### src/rtl/hsport_pkg.sv
package hsport_pkg;
  localparam int CTRL_W = 6;

  typedef struct packed {
    logic en_done;
    logic en_ready;
    logic spare;
    logic loop;
    logic drv_done;
    logic drv_ready;
  } ctrl_t;

  function automatic logic irq_of(ctrl_t c, logic done_lat, logic ready_lat);
    return (done_lat & c.en_done) | (ready_lat & c.en_ready);
  endfunction

  function automatic logic latch_next(logic cur, logic rise, logic clr, logic clr_all);
    if (clr_all) return 1'b0;
    if (rise) return 1'b1;
    if (clr) return 1'b0;
    return cur;
  endfunction
endpackage

### src/rtl/hs_sync.sv
module hs_sync #(
  parameter int W = 18,
  parameter int STAGES = 2
) (
  input  logic         clk,
  input  logic         rst_n,
  input  logic [W-1:0] async_in,
  output logic [W-1:0] sync_out
);
  logic [W-1:0] stage_q [STAGES];

  always_ff @(posedge clk or negedge rst_n) begin
    if (!rst_n) stage_q[0] <= '0;
    else        stage_q[0] <= async_in;
  end

  for (genvar g = 1; g < STAGES; g++) begin : g_stage
    always_ff @(posedge clk or negedge rst_n) begin
      if (!rst_n) stage_q[g] <= '0;
      else        stage_q[g] <= stage_q[g-1];
    end
  end

  assign sync_out = stage_q[STAGES-1];
endmodule

### src/rtl/hs_edge_latch.sv
module hs_edge_latch
  import hsport_pkg::*;
(
  input  logic clk,
  input  logic rst_n,
  input  logic src,
  input  logic clr,
  input  logic clr_all,
  output logic rise,
  output logic lat
);
  logic prev_q;

  assign rise = src & ~prev_q;

  always_ff @(posedge clk or negedge rst_n) begin
    if (!rst_n) begin
      prev_q <= 1'b0;
      lat    <= 1'b0;
    end else begin
      prev_q <= src;
      lat    <= latch_next(lat, rise, clr, clr_all);
    end
  end


  set_beats_clear_chk: assert property (@(posedge clk) disable iff (!rst_n)
    (rise && !clr_all) |=> lat);

  clear_empties_chk: assert property (@(posedge clk) disable iff (!rst_n)
    (clr && !rise) |=> !lat);

  cmd_clears_chk: assert property (@(posedge clk) disable iff (!rst_n)
    clr_all |=> !lat);

  latch_holds_chk: assert property (@(posedge clk) disable iff (!rst_n)
    (!rise && !clr && !clr_all) |=> $stable(lat));
endmodule

### src/rtl/hs_parallel_port.sv
module hs_parallel_port
  import hsport_pkg::*;
#(
  parameter int DW = 16,
  parameter int SYNC_STAGES = 2
) (
  input  logic                clk,
  input  logic                rst_n,
  input  logic                data_wr,
  input  logic [DW-1:0]       data_wdata,
  input  logic                ctrl_wr,
  input  logic                rst_cmd,
  input  logic [CTRL_W-1:0]   ctrl_wdata,
  input  logic                clr_done,
  input  logic                clr_ready,
  input  logic [DW-1:0]       peer_data_in,
  input  logic                peer_done_in,
  input  logic                peer_ready_in,
  output logic [DW-1:0]       peer_data_out,
  output logic                peer_done_out,
  output logic                peer_ready_out,
  output logic                irq,
  output logic [DW+1:0]       status_word
);
  localparam int SW = DW + 2;

  ctrl_t          ctrl_q;
  logic [SW-1:0]  sync_bus;
  logic [DW-1:0]  data_sync;
  logic           done_sync, ready_sync;
  logic           done_src, ready_src;
  logic           done_rise, ready_rise;
  logic           done_lat, ready_lat;

  hs_sync #(.W(SW), .STAGES(SYNC_STAGES)) u_sync (
    .clk(clk), .rst_n(rst_n),
    .async_in({peer_done_in, peer_ready_in, peer_data_in}),
    .sync_out(sync_bus)
  );
  assign {done_sync, ready_sync, data_sync} = sync_bus;

  always_ff @(posedge clk or negedge rst_n) begin
    if (!rst_n)                  ctrl_q <= '0;
    else if (ctrl_wr || rst_cmd) ctrl_q <= ctrl_t'(ctrl_wdata);
  end

  always_ff @(posedge clk or negedge rst_n) begin
    if (!rst_n)       peer_data_out <= '0;
    else if (data_wr) peer_data_out <= data_wdata;
  end

  assign peer_done_out  = ctrl_q.drv_done;
  assign peer_ready_out = ctrl_q.drv_ready;
  assign done_src  = ctrl_q.loop ? ctrl_q.drv_done  : done_sync;
  assign ready_src = ctrl_q.loop ? ctrl_q.drv_ready : ready_sync;

  hs_edge_latch u_done_latch (
    .clk(clk), .rst_n(rst_n), .src(done_src), .clr(clr_done),
    .clr_all(rst_cmd), .rise(done_rise), .lat(done_lat)
  );

  hs_edge_latch u_ready_latch (
    .clk(clk), .rst_n(rst_n), .src(ready_src), .clr(clr_ready),
    .clr_all(rst_cmd), .rise(ready_rise), .lat(ready_lat)
  );

  assign irq         = irq_of(ctrl_q, done_lat, ready_lat);
  assign status_word = {done_lat, ready_lat, data_sync};


  ctrl_load_chk: assert property (@(posedge clk) disable iff (!rst_n)
    (ctrl_wr || rst_cmd) |=> (ctrl_q == $past(ctrl_wdata)));

  data_load_chk: assert property (@(posedge clk) disable iff (!rst_n)
    data_wr |=> (peer_data_out == $past(data_wdata)));

  data_hold_chk: assert property (@(posedge clk) disable iff (!rst_n)
    !data_wr |=> $stable(peer_data_out));

  done_status_chk: assert property (@(posedge clk) disable iff (!rst_n)
    (done_rise && !rst_cmd) |=> status_word[DW+1]);

  ready_status_chk: assert property (@(posedge clk) disable iff (!rst_n)
    (ready_rise && !rst_cmd) |=> status_word[DW]);
endmodule

### config.mk
export PLATFORM = sky130hd
export DESIGN_NAME = hs_parallel_port
export DESIGN_NICKNAME = d
export VERILOG_FILES = /design/src/rtl/hsport_pkg.sv /design/src/rtl/hs_sync.sv /design/src/rtl/hs_edge_latch.sv /design/src/rtl/hs_parallel_port.sv
export SDC_FILE = /design/constraint.sdc
export NUM_CORES = 1
export LEC_CHECK = 0
export BUFFER_PORTS_ARGS = -buffer_cell sky130_fd_sc_hd__clkbuf_2
export CORE_MARGIN = 2
export CORE_UTILIZATION = 49
export CTS_BUF_LIST = sky130_fd_sc_hd__clkbuf_8
export DETAILED_ROUTE_END_ITERATION = 8
export GPL_TIMING_DRIVEN = 0
export HOLD_SLACK_MARGIN = 0.05
export PLACE_DENSITY = 0.92
export SLEW_MARGIN = 20
export SYNTH_ARGS = -nofsm -noshare
export SYNTH_HDL_FRONTEND = slang
export SYNTH_SLANG_ARGS = --single-unit
### constraint.sdc
create_clock -name clk -period 1.4 [get_ports clk]
set_clock_uncertainty 0.1 [all_clocks]
set_input_delay 0.42 -clock clk [delete_from_list [all_inputs] [get_ports clk]]
set_output_delay 0.42 -clock clk [all_outputs]
set_load 0.02 [all_outputs]
==> impl_metrics.tcl <==
set metrics [dict create \
    synth-edff-count 0 \
    critical_path_arrival_ns 1.08 \
    postSynth.asyncResetShare 1.00 \
    r2r_setup_slack_ns 0.09 \
    numCtsBuffers 9 \
    tritoncts_num_sinks 61 \
    clkSlewWorstSetupHoldPaths_ns 0.07 \
    hpwl_um 2520 \
    worst_slew_pin_slew_ns 0.787 \
    detail_route.wirelength.met1_um 1520 \
    cts_buffer_depth 2 \
    power.ir.vdd_worst_mv 0.947 \
    synth-warning-count 0 \
    synth.yosys.seq_area_share 0.746 \
    port_buffers 81 \
    yosys_register_bits 61 \
    postSynth.topFlopCell "sky130_fd_sc_hd__dfrtp_1" \
    setup_viol_count_final 7 \
    clock_tree.root_cell "sky130_fd_sc_hd__clkbuf_8" \
    detail-route-antenna-nets 0 \
    vias 1143 \
    dieHeight_um 68.6 \
    met3RoutedLength_um 310 \
    crit_chain "a22o_1 -> clkbuf_8" \
    path_class "reg -> out" \
    die_width_um 68.6 \
    routed_wirelength_um 4150 \
    multi_input_combinational_cell_area_um2 354 \
    failing_checks "negative setup slack" \
    relSlewSlack 0.476 \
    register_cell_area_after_layout_mm2 0.00153 \
    final.period_utilization 1.14 \
    final_instance_count_without_filler_cells 253 \
    antenna-diode-count 0 \
    r2r-start "peer_done_out" \
    rows 23 \
    class_of_the_tightest_hold_or_removal_check "in -> async" \
    achievable-frequency_mhz 625 \
    grt_pass1_wl_um 5430 \
    r2r_end "u_done_latch.lat" \
    finalNetCount 245 \
    maxCapViolCount 0 \
    number_of_antenna_violations_at_the_first_check_in_global_routing 0 \
    timing.critical_path.slowest_stage_cell "sky130_fd_sc_hd__dfrtp_1" \
    fp.coreArea_mm2 0.00400 \
    dr.first_iter.drc_count 26 \
    synthTopCellsByCount "61 x sky130_fd_sc_hd__dfrtp_1, 18 x sky130_fd_sc_hd__buf_4, 13 x sky130_fd_sc_hd__mux2_2" \
    globalRoute.totalOverflow 0 \
    post_synth_top_area_cell "sky130_fd_sc_hd__dfrtp_1" \
    dr_wl_met2_um 2270 \
    cts_hold_repair.buffers 0 \
    finalHoldViolCount 0 \
    rr_worst_depth 4 \
    cts_htree_levels 3 \
    synthesis.area_per_instance_um2 18.3 \
    layout_min_cycle_time_ns 1.60 \
    synth.distinct_cells 11 \
    synth_cells 112 \
    drt-wirelength-per-cell_um 16.4 \
    top_layer_used "met4" \
    required_ns 0.88 \
    dieArea_mm2 0.00471 \
    yosysMostFrequentCell "sky130_fd_sc_hd__dfrtp_1" \
    post_route_cells_drive_above_1_share 0.665 \
    synth_top_area_share 0.746 \
    pin_count_of_the_biggest_net_entering_global_routing 62 \
    grt_setup_unrepaired "true" \
    route.detailed.drc 0 \
    initial_core_utilization 0.512 \
    totalNegativeSetupSlack_ns -0.393 \
    track_usage 0.170 \
    status "finished with violations" \
    power_density_mw_per_mm2 1440 \
    cts_tree "yes" \
    critical_path.max_stage_delay_ns 0.38 \
    fin_worst_hold_slack_ns 0.0954 \
    vias_per_cell 4.52 \
    cellLeakagePower_uw 0.00149 \
    drt_pass1_iterations 4 \
    mappedNetlistArea_mm2 0.00205 \
    placed_cells 243 \
    end_kind "output port" \
    via_count_of_the_first_global_routing_pass 1162 \
    timing.critical_path.from_type "flip-flop" \
    area_delta_synth_final_pct 46.1 \
    worstPathMaxFanout 2 \
    ys_top_cells_by_area "sky130_fd_sc_hd__dfrtp_1 75%, sky130_fd_sc_hd__mux2_4 7.3%, sky130_fd_sc_hd__mux2_2 7.2%, sky130_fd_sc_hd__buf_4 6.6%, sky130_fd_sc_hd__buf_12 0.98%" \
    globalplace.congestion 0.721 \
    maxSlewViolCount 0 \
    mappedNetlistNets 159 \
    num_io_pins 84 \
    worst_skew_late_latency_ns 0.32 \
    fillers 236 \
    final_critical_path_setup_slack_ns -0.199 \
]
## power breakdown
part           switching (uW)  internal (uW)
logic                     250            339
clock network             653           1100
registers                73.2           1890
## logic make-up after synthesis
family | Yosys count | share of synthesized area
AO/OA/AOI/OAI | 3 | 0.0116
buffers and inverters | 20 | 0.0813
flip-flops | 61 | 0.746
multiplexers | 23 | 0.145
AND/OR/NAND/NOR | 5 | 0.0165
## routing by layer
metal | up-vias | global-route usage
li1 | 527 | -
met1 | 553 | 0.204
met2 | 55 | 0.266
met3 | 8 | 0.0682
met4 | 0 | 0.0825
met5 | - | 0
## how the worst max path moves through the flow
stage / startpoint / end / depth (start not counted)
2_1_floorplan: data_wr / peer_data_out[10] / 3
4_1_cts: ctrl_q[5] / irq / 2
5_1_grt: u_done_latch.lat / irq / 2
3_5_place_dp: rst_cmd / ctrl_q[2] / 3
6_report: ctrl_q[5] / irq / 2
3_3_place_gp: rst_n / ctrl_q[5] / 1
## metrics by stage
stage | utilization | total power (uW) | area [um^2] | setup slack, ns
after floorplan | - | 2230 | 2050 | 0.218
after global placement | 0.629 | 2420 | 2510 | -0.364
after detailed placement | 0.629 | 2440 | 2520 | 0.0879
after CTS | 0.718 | 4250 | 2870 | -0.220
after global routing | 0.748 | 4460 | 2990 | -0.247
final | 0.748 | 4300 | 2990 | -0.199
## layout make-up
| class | instances | share of cell area |
|---|---|---|
| Buffer | 4 | 0.0167 |
| Clock buffer | 11 | 0.0506 |
| Clock inverter | 5 | 0.0276 |
| Multi-Input combinational cell | 31 | 0.118 |
| Sequential cell | 61 | 0.510 |
| Tap cell | 50 | 0.0209 |
| Timing Repair Buffer | 91 | 0.255 |
## sequential cells by signal (all words and copies together) (netlist names), 3 cells and up
| name | cells |
|---|---|
| ctrl_q | 3 |
| peer_data_out | 16 |
| u_sync.stage_q | 18 |
| u_sync.sync_out | 18 |
## placed cells by master, fill, tap and decap left out
cell	Yosys	layout
sky130_fd_sc_hd__a21o_1	2	2
sky130_fd_sc_hd__a22o_1	1	1
sky130_fd_sc_hd__buf_12	1	1
sky130_fd_sc_hd__buf_4	18	12
sky130_fd_sc_hd__buf_6	1	14
sky130_fd_sc_hd__buf_8	0	1
sky130_fd_sc_hd__bufinv_16	0	2
sky130_fd_sc_hd__clkbuf_2	0	44
sky130_fd_sc_hd__clkbuf_4	0	1
sky130_fd_sc_hd__clkbuf_8	0	33
sky130_fd_sc_hd__clkinvlp_4	0	3
sky130_fd_sc_hd__dfrtp_1	61	61
sky130_fd_sc_hd__mux2_2	13	13
sky130_fd_sc_hd__mux2_4	10	10
sky130_fd_sc_hd__nor2_1	2	2
sky130_fd_sc_hd__nor2_4	1	1
sky130_fd_sc_hd__nor3b_1	2	2
## worst max-delay path: cells and delay by family (launching register included)
family / cells / cell delay (ns)
buffers and inverters: 1 / 0.15
AO/OA/AOI/OAI: 1 / 0.23
flip-flops: 1 / 0.38
## repair_timing
action	in CTS	in global routing
gates cloned	0	0
resized for setup	41	39
setup buffers	5	5
endpoints found under the setup margin	29	22
pin swaps	1	0
Power figures use the tool's default switching activity.
